File: src/rtl/evc_pkg.sv
package evc_pkg;
  localparam int GEN_N      = 6;
  localparam int CNT_W      = 32;
  localparam int CYC_W      = 64;
  localparam int TYPE_W     = 10;
  localparam int HW_EVT_N   = 32;
  localparam int SWINC_CODE = 'h000;
  localparam int CHAIN_CODE = 'h01E;

  // True when counter idx hands its wrap to idx+1.
  function automatic bit links_up(int idx, int gen_n);
    return ((idx % 2) == 0) && ((idx + 1) < gen_n);
  endfunction
endpackage

File: src/rtl/evc_gen_ctr.sv
module evc_gen_ctr
  import evc_pkg::*;
#(
  parameter int W  = CNT_W,
  parameter int TW = TYPE_W,
  parameter int NE = HW_EVT_N,
  localparam int SELW = $clog2(NE)
) (
  input  logic          clk,
  input  logic          rst,
  input  logic          active,
  input  logic [TW-1:0] evt_type,
  input  logic [NE-1:0] hw_evt,
  input  logic          sw_pulse,
  input  logic          chain_in,
  input  logic          ld,
  input  logic [W-1:0]  ld_val,
  output logic [W-1:0]  value,
  output logic          wrap
);
  logic       hw_hit, sw_hit, ch_hit;
  logic [1:0] inc;
  logic [W:0] sum;

  // value plus a small step, with the carry out on top
  function automatic logic [W:0] add_carry(logic [W-1:0] v, logic [1:0] s);
    return {1'b0, v} + (W+1)'(s);
  endfunction

  always_comb begin
    hw_hit = 1'b0;
    if (active && (evt_type != TW'(SWINC_CODE)) && (evt_type < TW'(NE)))
      hw_hit = hw_evt[evt_type[SELW-1:0]];
    sw_hit = active && sw_pulse && (evt_type == TW'(SWINC_CODE));
    ch_hit = active && chain_in && (evt_type == TW'(CHAIN_CODE));
    inc    = {1'b0, hw_hit} + {1'b0, sw_hit} + {1'b0, ch_hit};
    sum    = add_carry(value, inc);
    wrap   = sum[W] && !ld;
  end

  always_ff @(posedge clk) begin
    if (rst)     value <= '0;
    else if (ld) value <= ld_val;
    else         value <= sum[W-1:0];
  end
endmodule

File: src/rtl/evc_cyc_ctr.sv
module evc_cyc_ctr
  import evc_pkg::*;
#(
  parameter int W  = CYC_W,
  parameter int NW = CNT_W
) (
  input  logic         clk,
  input  logic         rst,
  input  logic         active,
  input  logic         long_mode,
  input  logic         ld,
  input  logic [W-1:0] ld_val,
  output logic [W-1:0] value,
  output logic         wrap
);
  logic [W-1:0] nxt;
  logic         full_wrap, short_wrap;

  always_comb begin
    nxt        = value + W'(active);
    full_wrap  = active && (&value);
    short_wrap = active && (&value[NW-1:0]);
    wrap       = !ld && (long_mode ? full_wrap : short_wrap);
  end

  always_ff @(posedge clk) begin
    if (rst)     value <= '0;
    else if (ld) value <= ld_val;
    else         value <= nxt;
  end
endmodule

File: src/rtl/evc_ovf_stat.sv
module evc_ovf_stat #(
  parameter int N = 7
) (
  input  logic         clk,
  input  logic         rst,
  input  logic [N-1:0] set_vec,
  input  logic         clr_wr,
  input  logic [N-1:0] clr_mask,
  input  logic [N-1:0] irq_en,
  output logic [N-1:0] status,
  output logic         irq
);
  logic [N-1:0] clr_eff;

  always_comb clr_eff = clr_wr ? clr_mask : '0;

  always_ff @(posedge clk) begin
    if (rst) status <= '0;
    else     status <= (status & ~clr_eff) | set_vec;
  end

  assign irq = |(status & irq_en);
endmodule

File: src/rtl/evc_bank.sv
module evc_bank
  import evc_pkg::*;
#(
  parameter int NUM_GEN  = GEN_N,
  parameter int GCNT_W   = CNT_W,
  parameter int CCNT_W   = CYC_W,
  parameter int ETYPE_W  = TYPE_W,
  parameter int NUM_EVT  = HW_EVT_N,
  localparam int NCTR    = NUM_GEN + 1,
  localparam int IDX_W   = $clog2(NCTR)
) (
  input  logic                      clk,
  input  logic                      rst,
  input  logic                      glb_en,
  input  logic                      long_cyc,
  input  logic [NCTR-1:0]           cnt_en,
  input  logic [NCTR-1:0]           irq_en,
  input  logic [NUM_GEN*ETYPE_W-1:0] evt_types,
  input  logic [NUM_EVT-1:0]        hw_evt,
  input  logic                      sw_inc_wr,
  input  logic [NUM_GEN-1:0]        sw_inc_mask,
  input  logic                      cnt_wr,
  input  logic [IDX_W-1:0]          cnt_wr_idx,
  input  logic [CCNT_W-1:0]         cnt_wr_data,
  input  logic                      ovf_clr_wr,
  input  logic [NCTR-1:0]           ovf_clr_mask,
  output logic [NUM_GEN*GCNT_W-1:0] cnt_vals,
  output logic [CCNT_W-1:0]         cyc_val,
  output logic [NCTR-1:0]           ovf_status,
  output logic                      irq
);
  // wrap_vec: per-counter overflow this cycle; chain_in: chain event delivered
  logic [NCTR-1:0]    wrap_vec;
  logic [NUM_GEN-1:0] chain_in;
  logic               cyc_ld;

  for (genvar g = 0; g < NUM_GEN; g++) begin : g_gen
    logic ld_g;
    assign ld_g = cnt_wr && (cnt_wr_idx == IDX_W'(g));

    if ((g % 2 == 1) && links_up(g - 1, NUM_GEN)) begin : g_link
      assign chain_in[g] = wrap_vec[g-1];
    end else begin : g_head
      assign chain_in[g] = 1'b0;
    end

    evc_gen_ctr #(
      .W (GCNT_W),
      .TW(ETYPE_W),
      .NE(NUM_EVT)
    ) u_ctr (
      .clk     (clk),
      .rst     (rst),
      .active  (glb_en && cnt_en[g]),
      .evt_type(evt_types[g*ETYPE_W +: ETYPE_W]),
      .hw_evt  (hw_evt),
      .sw_pulse(sw_inc_wr && sw_inc_mask[g]),
      .chain_in(chain_in[g]),
      .ld      (ld_g),
      .ld_val  (cnt_wr_data[GCNT_W-1:0]),
      .value   (cnt_vals[g*GCNT_W +: GCNT_W]),
      .wrap    (wrap_vec[g])
    );
  end

  assign cyc_ld = cnt_wr && (cnt_wr_idx == IDX_W'(NUM_GEN));

  evc_cyc_ctr #(
    .W (CCNT_W),
    .NW(GCNT_W)
  ) u_cyc (
    .clk      (clk),
    .rst      (rst),
    .active   (glb_en && cnt_en[NUM_GEN]),
    .long_mode(long_cyc),
    .ld       (cyc_ld),
    .ld_val   (cnt_wr_data),
    .value    (cyc_val),
    .wrap     (wrap_vec[NUM_GEN])
  );

  evc_ovf_stat #(
    .N(NCTR)
  ) u_stat (
    .clk     (clk),
    .rst     (rst),
    .set_vec (wrap_vec),
    .clr_wr  (ovf_clr_wr),
    .clr_mask(ovf_clr_mask),
    .irq_en  (irq_en),
    .status  (ovf_status),
    .irq     (irq)
  );
endmodule

File: config.mk
export PLATFORM = sky130hd
export DESIGN_NAME = evc_bank
export DESIGN_NICKNAME = d
export VERILOG_FILES = /design/src/rtl/evc_pkg.sv /design/src/rtl/evc_gen_ctr.sv /design/src/rtl/evc_cyc_ctr.sv /design/src/rtl/evc_ovf_stat.sv /design/src/rtl/evc_bank.sv
export SDC_FILE = /design/constraint.sdc
export NUM_CORES = 1
export LEC_CHECK = 0
export BUFFER_PORTS_ARGS = -buffer_cell sky130_fd_sc_hd__clkbuf_2
export CORE_AREA = 3 3 176 178
export CTS_CLUSTER_SIZE = 16
export DETAILED_ROUTE_END_ITERATION = 6
export DIE_AREA = 0 0 179 181
export PLACE_DENSITY = 0.82
export SLEW_MARGIN = 10
export SYNTH_ARGS = -nofsm -noshare
export SYNTH_HDL_FRONTEND = slang
export SYNTH_SLANG_ARGS = --single-unit
export TNS_END_PERCENT = 100
File: constraint.sdc
create_clock -name clk -period 18.1 [get_ports clk]
set_clock_uncertainty 0.1 [all_clocks]
set_input_delay 3.62 -clock clk [delete_from_list [all_inputs] [get_ports clk]]
set_output_delay 3.62 -clock clk [all_outputs]
set_load 0.03 [all_outputs]
==> flow_summary.yaml, run 1 <==
synthesis:
  ys_seq_area_share_pct: 33.2
  avgSynthCellArea_um2: 8.53
  synth-edff-count: 0
  syn-cell-area_mm2: 0.0158
  ys_ff_latch: 263
  syn_inst: 1858
  synth_warnings: 0
  ys_types: 50
  synth_nets: 2071
  ys_async_sr_fraction_pct: 0
  ys.flop_type: "dfxtp_1"
power:
  p_leak_nw: 7.51
  switchingPower_w: 0.000420
  ir_drop_mv: 0.0750
  seq_power_share_pct: 42.3
  p_int_w: 0.00106
  switching_share_pct: 28.3
  power_density_mw_per_mm2: 76.5
  p_clk_share_pct: 43.7
  combPwrFrac_pct: 14.0
critical_path:
  crit_fanout: 13
  crit_start: "evt_types[21]"
  worstPathRequired_ns: 18.45
  cpPeakStageDelay_ns: 0.67
  criticalPathCategory: "in2reg"
  crit_chain: "clkbuf_2, or4_1, or4_1, fa_1, inv_1, ha_1, and4_1, nand4_1, or4_1, or3_1, nor4_1, fa_1, ha_1, fa_1, and3_1, nand3_1, xor2_1, a211oi_1"
  path_buf_inv: 2
  critPathCaptureType: "flip-flop"
  crit_arrival_ns: 9.78
  crit_family: "simple AND/OR/NAND/NOR gates"
  cp-start-kind: "primary input"
  cpMaxStageDelayCell: "or4_1"
  r2r-start: "g_gen[2].u_ctr.value[0]"
sta:
  tightest_slew_ns: 1.16
  hold_viol: 0
  setup_ws_ns: 8.68
  fin_crit_sh_pct: 52.1
  tns_ns: 0
  max-slew-margin-rel_pct: 22.7
  clock.fmax_ghz: 0.106
  finalSetupViolCount: 0
  min_period_ns: 9.42
  whs_ns: 0.416
  rsz0062_at_grt: "no"
  slew_violations: 0
routing:
  drtIter0Drc: 1796
  finalWirelength_um: 61300
  drc: 0
  routedWlPerCell_um: 23.1
  ant_nets: 0
  vias_per_cell: 6.41
  via_count: 17000
  firstDrtPassIters: 6
grt:
  grt_first_pass_wirelength_um: 92400
  grt_overflow_total: 0
  grt_pass1_vias: 16000
  antenna_found_initial: 2
  globalRouteTotalUtil_pct: 36.4
  grt_max_degree: 100
floorplan:
  dieArea_mm2: 0.0324
  core-area_mm2: 0.0296
  initial_core_util_pct: 53.6
  die_h_um: 181
  pin_count: 457
  num_rows: 63
  die_w_um: 179
status:
  status: "finished, final reports clean"
final_layout:
  final_cell_area_mm2: 0.0193
  layout-drive-gt1-share_pct: 26.0
  fin_nets: 2450
  multi_input_area_mm2: 0.0101
  areaGrowthSynthToFinish_pct: 22.0
  fillers: 2510
  final_core_util_pct: 65.4
  seq_area_mm2: 0.00527
place:
  dpl.hpwl_um: 44300
  post-place-ws_ns: 8.13
  place.gp.congestion: 0.940
  placed_area_mm2: 0.0183
  port_buffers: 456
clocking:
  post_cts_buffers: 0
  cts_sinks: 263
  max-clock-path-buffers: 3
  numCtsBuffers: 29
  cts_tree: "done"
  cts_resized: 0
  cts.clk_slew.worst_paths_ns: 0.06
  clk_latency_ns: 0.56
  htreeDepth: 1
  root_buffer: "clkbuf_16"
  ctsHoldBuffers: 0
min_path:
  hp-start: "u_stat.status[2]"
  hp-class: "reg2reg"
job:
  drv_cap: 0
## layout make-up
class / count / area share [%]
multi-input cells: 1449 / 52.1
flip-flops and latches: 263 / 27.2
repair buffers: 467 / 12.3
clock buffers: 37 / 4.22
well taps: 390 / 2.52
clock inverters: 17 / 1.15
inverters: 27 / 0.524
diodes: 2 / 0.0259
## path summary, 6_finish.rpt
path                            cells past startpoint  slack [ns]                       end
worst max-delay path                               18        8.68  g_gen[3].u_ctr.value[20]
worst max register to register                     16       12.62  g_gen[3].u_ctr.value[20]
worst min-delay path                                2        0.42          u_stat.status[2]
worst min register to register                      2        0.42          u_stat.status[2]
## cell usage in the layout (no fill, tap or decap), types with 13 or more instances in the layout
| cell type | count |
|---|---|
| clkbuf_2 | 455 |
| nor2_1 | 289 |
| dfxtp_1 | 263 |
| a211oi_1 | 210 |
| xor2_1 | 132 |
| nand2_1 | 108 |
| nand3_1 | 102 |
| nand4_1 | 96 |
| xnor2_1 | 74 |
| mux4_2 | 50 |
| and3_1 | 41 |
| nor3_1 | 41 |
| nor4_1 | 38 |
| a311oi_1 | 32 |
| clkbuf_16 | 29 |
| and4_1 | 28 |
| inv_1 | 27 |
| or4_1 | 24 |
| or3_1 | 20 |
| o21ai_0 | 20 |
| mux2i_1 | 17 |
| o31ai_1 | 15 |
| and2_1 | 13 |
## metal layers
layer | wire [um] | GRT usage, %
met3 | 7150 | 10.2
met1 | 22100 | 44.0
met5 | 13 | 0
met4 | 4590 | 21.9
met2 | 27500 | 57.4
## registers in the layout, summed over array words and instances (netlist names)
name,count
g_gen.u_ctr.value,192
u_cyc.value,64
u_stat.status,7
## logic make-up after synthesis
logic type,share of synthesized area (%)
flops,33.2
fa+ha+maj,2.01
buf+inv,3.51
xor+xnor,11.4
mux,8.46
simple gates,27.0
compound gates,14.5
## worst reg2reg max path, stage by stage (launching register included)
cell      delay [ns]
dfxtp_1         0.35
inv_1           0.07
fa_1            0.50
inv_1           0.09
ha_1            0.22
and4_1          0.23
nand4_1         0.15
or4_1           0.67
or3_1           0.47
nor4_1          0.43
fa_1            0.49
ha_1            0.25
fa_1            0.45
and3_1          0.38
nand3_1         0.18
xor2_1          0.07
a211oi_1        0.29
## metrics by stage
step / std cells / total power, W
after detailed placement: 2596 / 0.000841
final: 2652 / 0.00148
after floorplan: 1858 / 0.000749
after global placement: 2596 / 0.000838
after global routing: 2650 / 0.00152
after CTS: 2650 / 0.00148
## power groups by stage
stage,combinational [W],clock [W],sequential (W)
after CTS,0.000204,0.000647,0.000625
after detailed placement,0.000204,0,0.000638
after floorplan,0.0000793,0,0.000670
after global placement,0.000201,0,0.000637
after global routing,0.000218,0.000671,0.000629
final,0.000207,0.000646,0.000627
## cells in the mapped netlist, types with 6 or more instances
master / number / share of area, %
nor2_1: 289 / 6.8
dfxtp_1: 263 / 33
a211oi_1: 210 / 9.9
xor2_1: 132 / 7.3
clkbuf_1: 112 / 2.7
nand2_1: 109 / 2.6
nand3_1: 104 / 3.3
nand4_1: 96 / 3.8
xnor2_1: 74 / 4.1
mux4_2: 50 / 7.1
and3_1: 41 / 1.6
nor3_1: 41 / 1.3
nor4_1: 39 / 1.5
a311oi_1: 32 / 1.8
and4_1: 28 / 1.5
inv_1: 27 / 0.64
or4_1: 24 / 1.1
o21ai_0: 20 / 0.63
or3_1: 20 / 0.79
mux2i_1: 17 / 1.1
o31ai_1: 15 / 0.71
and2_1: 13 / 0.51
a21oi_1: 11 / 0.35
ha_1: 11 / 0.87
fa_1: 9 / 1.1
nand4b_1: 9 / 0.50
nor2b_1: 9 / 0.36
a22oi_1: 7 / 0.33
buf_1: 6 / 0.14
nand3b_1: 6 / 0.28
Power figures use the tool's default switching activity.
==> run 2: changes to the inputs <==
- CORE_AREA: 3 3 176 178 -> default
- CORE_MARGIN: default -> 3
- CORE_UTILIZATION: default -> 53
- DIE_AREA: 0 0 179 181 -> default
- PLACE_DENSITY: 0.82 -> 0.81
- clock period: 18.1 -> 8.7 ns (I/O delays scaled with it)
==> flow_summary.yaml, run 2 (synthesized netlist as in run 1, its figures left out) <==
critical_path:
  crit_fanout: 13
  r2r-start: "g_gen[2].u_ctr.value[0]"
  worstPathRequired_ns: 9.05
  r2r_slack_ns: 3.28
  crit_family: "simple AND/OR/NAND/NOR gates"
  critPathCaptureType: "flip-flop"
  r2r-end: "g_gen[3].u_ctr.value[18]"
  crit_arrival_ns: 7.82
  cpPeakStageDelay_ns: 0.66
  crit_chain: "clkbuf_2, or4_1, or4_1, fa_1, inv_1, ha_1, and4_1, nand4_1, or4_1, or3_1, nor4_1, fa_1, ha_1, fa_1, and3_1, nand4_1, xor2_1, a211oi_1"
  cpMaxStageDelayCell: "or4_1"
  cp-start-kind: "primary input"
  rr_worst_depth: 16
  path_buf_inv: 2
  criticalPathCategory: "in2reg"
power:
  p_total_w: 0.00307
  switching_share_pct: 28.3
  power_density_mw_per_mm2: 159
  switchingPower_w: 0.000868
  combPwrFrac_pct: 14.2
  ir_drop_mv: 0.147
  p_clk_share_pct: 43.3
  p_leak_nw: 7.51
  seq_power_share_pct: 42.5
  p_int_w: 0.00220
floorplan:
  die_h_um: 179
  dieArea_mm2: 0.0320
  num_rows: 62
  core-area_mm2: 0.0291
  die_w_um: 179
  pin_count: 457
  initial_core_util_pct: 54.5
sta:
  whs_ns: 0.428
  tightest_slew_ns: 1.14
  clock.fmax_ghz: 0.134
  max-slew-margin-rel_pct: 23.0
  min_period_ns: 7.47
  fin_crit_sh_pct: 85.9
  slew_violations: 0
  finalSetupViolCount: 0
  hold_viol: 0
  rsz0062_at_grt: "no"
  tns_ns: 0
clocking:
  clk_latency_ns: 0.56
  cts_sinks: 263
  max-clock-path-buffers: 3
  root_buffer: "clkbuf_16"
  cts_tree: "done"
  htreeDepth: 1
  cts_resized: 0
  post_cts_buffers: 0
  cts.clk_slew.worst_paths_ns: 0.06
  numCtsBuffers: 30
  ctsHoldBuffers: 0
final_layout:
  final_core_util_pct: 66.5
  fin_nets: 2453
  final_cell_area_mm2: 0.0193
  layout-drive-gt1-share_pct: 25.9
  final_common_cell: "clkbuf_2"
  largest_register: "g_gen.u_ctr.value"
  largest_reg_flops: 192
  reg.largest.list: "g_gen.u_ctr.value (192), u_cyc.value (64), u_stat.status (7)"
  areaGrowthSynthToFinish_pct: 22.0
  layout_common_cells: "clkbuf_2 (455), nor2_1 (289), dfxtp_1 (263)"
min_path:
  hold_depth: 2
  hp-start: "g_gen[3].u_ctr.value[31]"
  hp-class: "reg2reg"
  min_to: "u_stat.status[3]"
place:
  port_buffers: 456
  dpl.hpwl_um: 44200
  place.gp.congestion: 0.981
  placed_area_mm2: 0.0183
grt:
  grt_overflow_total: 0
  globalRouteTotalUtil_pct: 37.1
  grt_max_degree: 93
  grt_first_pass_wirelength_um: 91600
  antenna_found_initial: 2
  grt_pass1_vias: 15700
routing:
  routedWlPerCell_um: 23.5
  drtIter0Drc: 1800
  drc: 0
  ant_nets: 0
  firstDrtPassIters: 7
  vias_per_cell: 6.40
  finalWirelength_um: 62300
  via_count: 16900
job:
  drv_cap: 0
status:
  status: "finished, final reports clean"
-- run 2: tightest hold or removal path, cell delays in order, from the launching register on --
cell	delay, ns
dfxtp_1	0.34
nand4_1	0.08
a21oi_1	0.06
-- run 2: cell type report --
class / instances / area, um^2
flip-flops and latches: 263 / 5270
clock inverters: 12 / 138
clock buffers: 43 / 901
diodes: 1 / 2.50
well taps: 384 / 480
multi-input cells: 1449 / 10100
repair buffers: 469 / 2390
fillers: 2474 / 9760
inverters: 27 / 101
-- run 2: power by group through the flow --
stage	Combinational (W)	Clock (W)	Sequential, W
after floorplan	0.000165	0	0.00139
after global placement	0.000422	0	0.00132
after detailed placement	0.000426	0	0.00133
after CTS	0.000428	0.00134	0.00130
after global routing	0.000457	0.00139	0.00131
final	0.000435	0.00133	0.00130
-- run 2: worst max-delay path by stage --
stage / startpoint / cells past startpoint / endpoint / slack, ns
2_1_floorplan: evt_types[20] / 20 / g_gen[3].u_ctr.value[28] / 1.15
3_3_place_gp: evt_types[20] / 18 / g_gen[3].u_ctr.value[16] / 0.84
3_5_place_dp: evt_types[20] / 18 / g_gen[3].u_ctr.value[28] / 0.75
4_1_cts: evt_types[20] / 18 / g_gen[3].u_ctr.value[18] / 1.27
5_1_grt: evt_types[0] / 18 / g_gen[1].u_ctr.value[12] / 0.95
6_report: evt_types[21] / 18 / g_gen[3].u_ctr.value[18] / 1.23
-- run 2: through the flow --
stage          cells  setup WS, ns
5_1_grt         2648         0.947
2_1_floorplan   1858          1.15
3_5_place_dp    2592         0.751
3_3_place_gp    2592         0.838
6_report        2648          1.23
4_1_cts         2647          1.27
-- run 2: per-layer routing --
metal | vias up | routed length [um] | GRT usage (%)
met5 | - | 0 | 0
met1 | 7993 | 22800 | 46.9
met3 | 195 | 8080 | 10.7
met4 | 0 | 3630 | 19.0
li1 | 7724 | - | -
met2 | 1022 | 27800 | 57.7
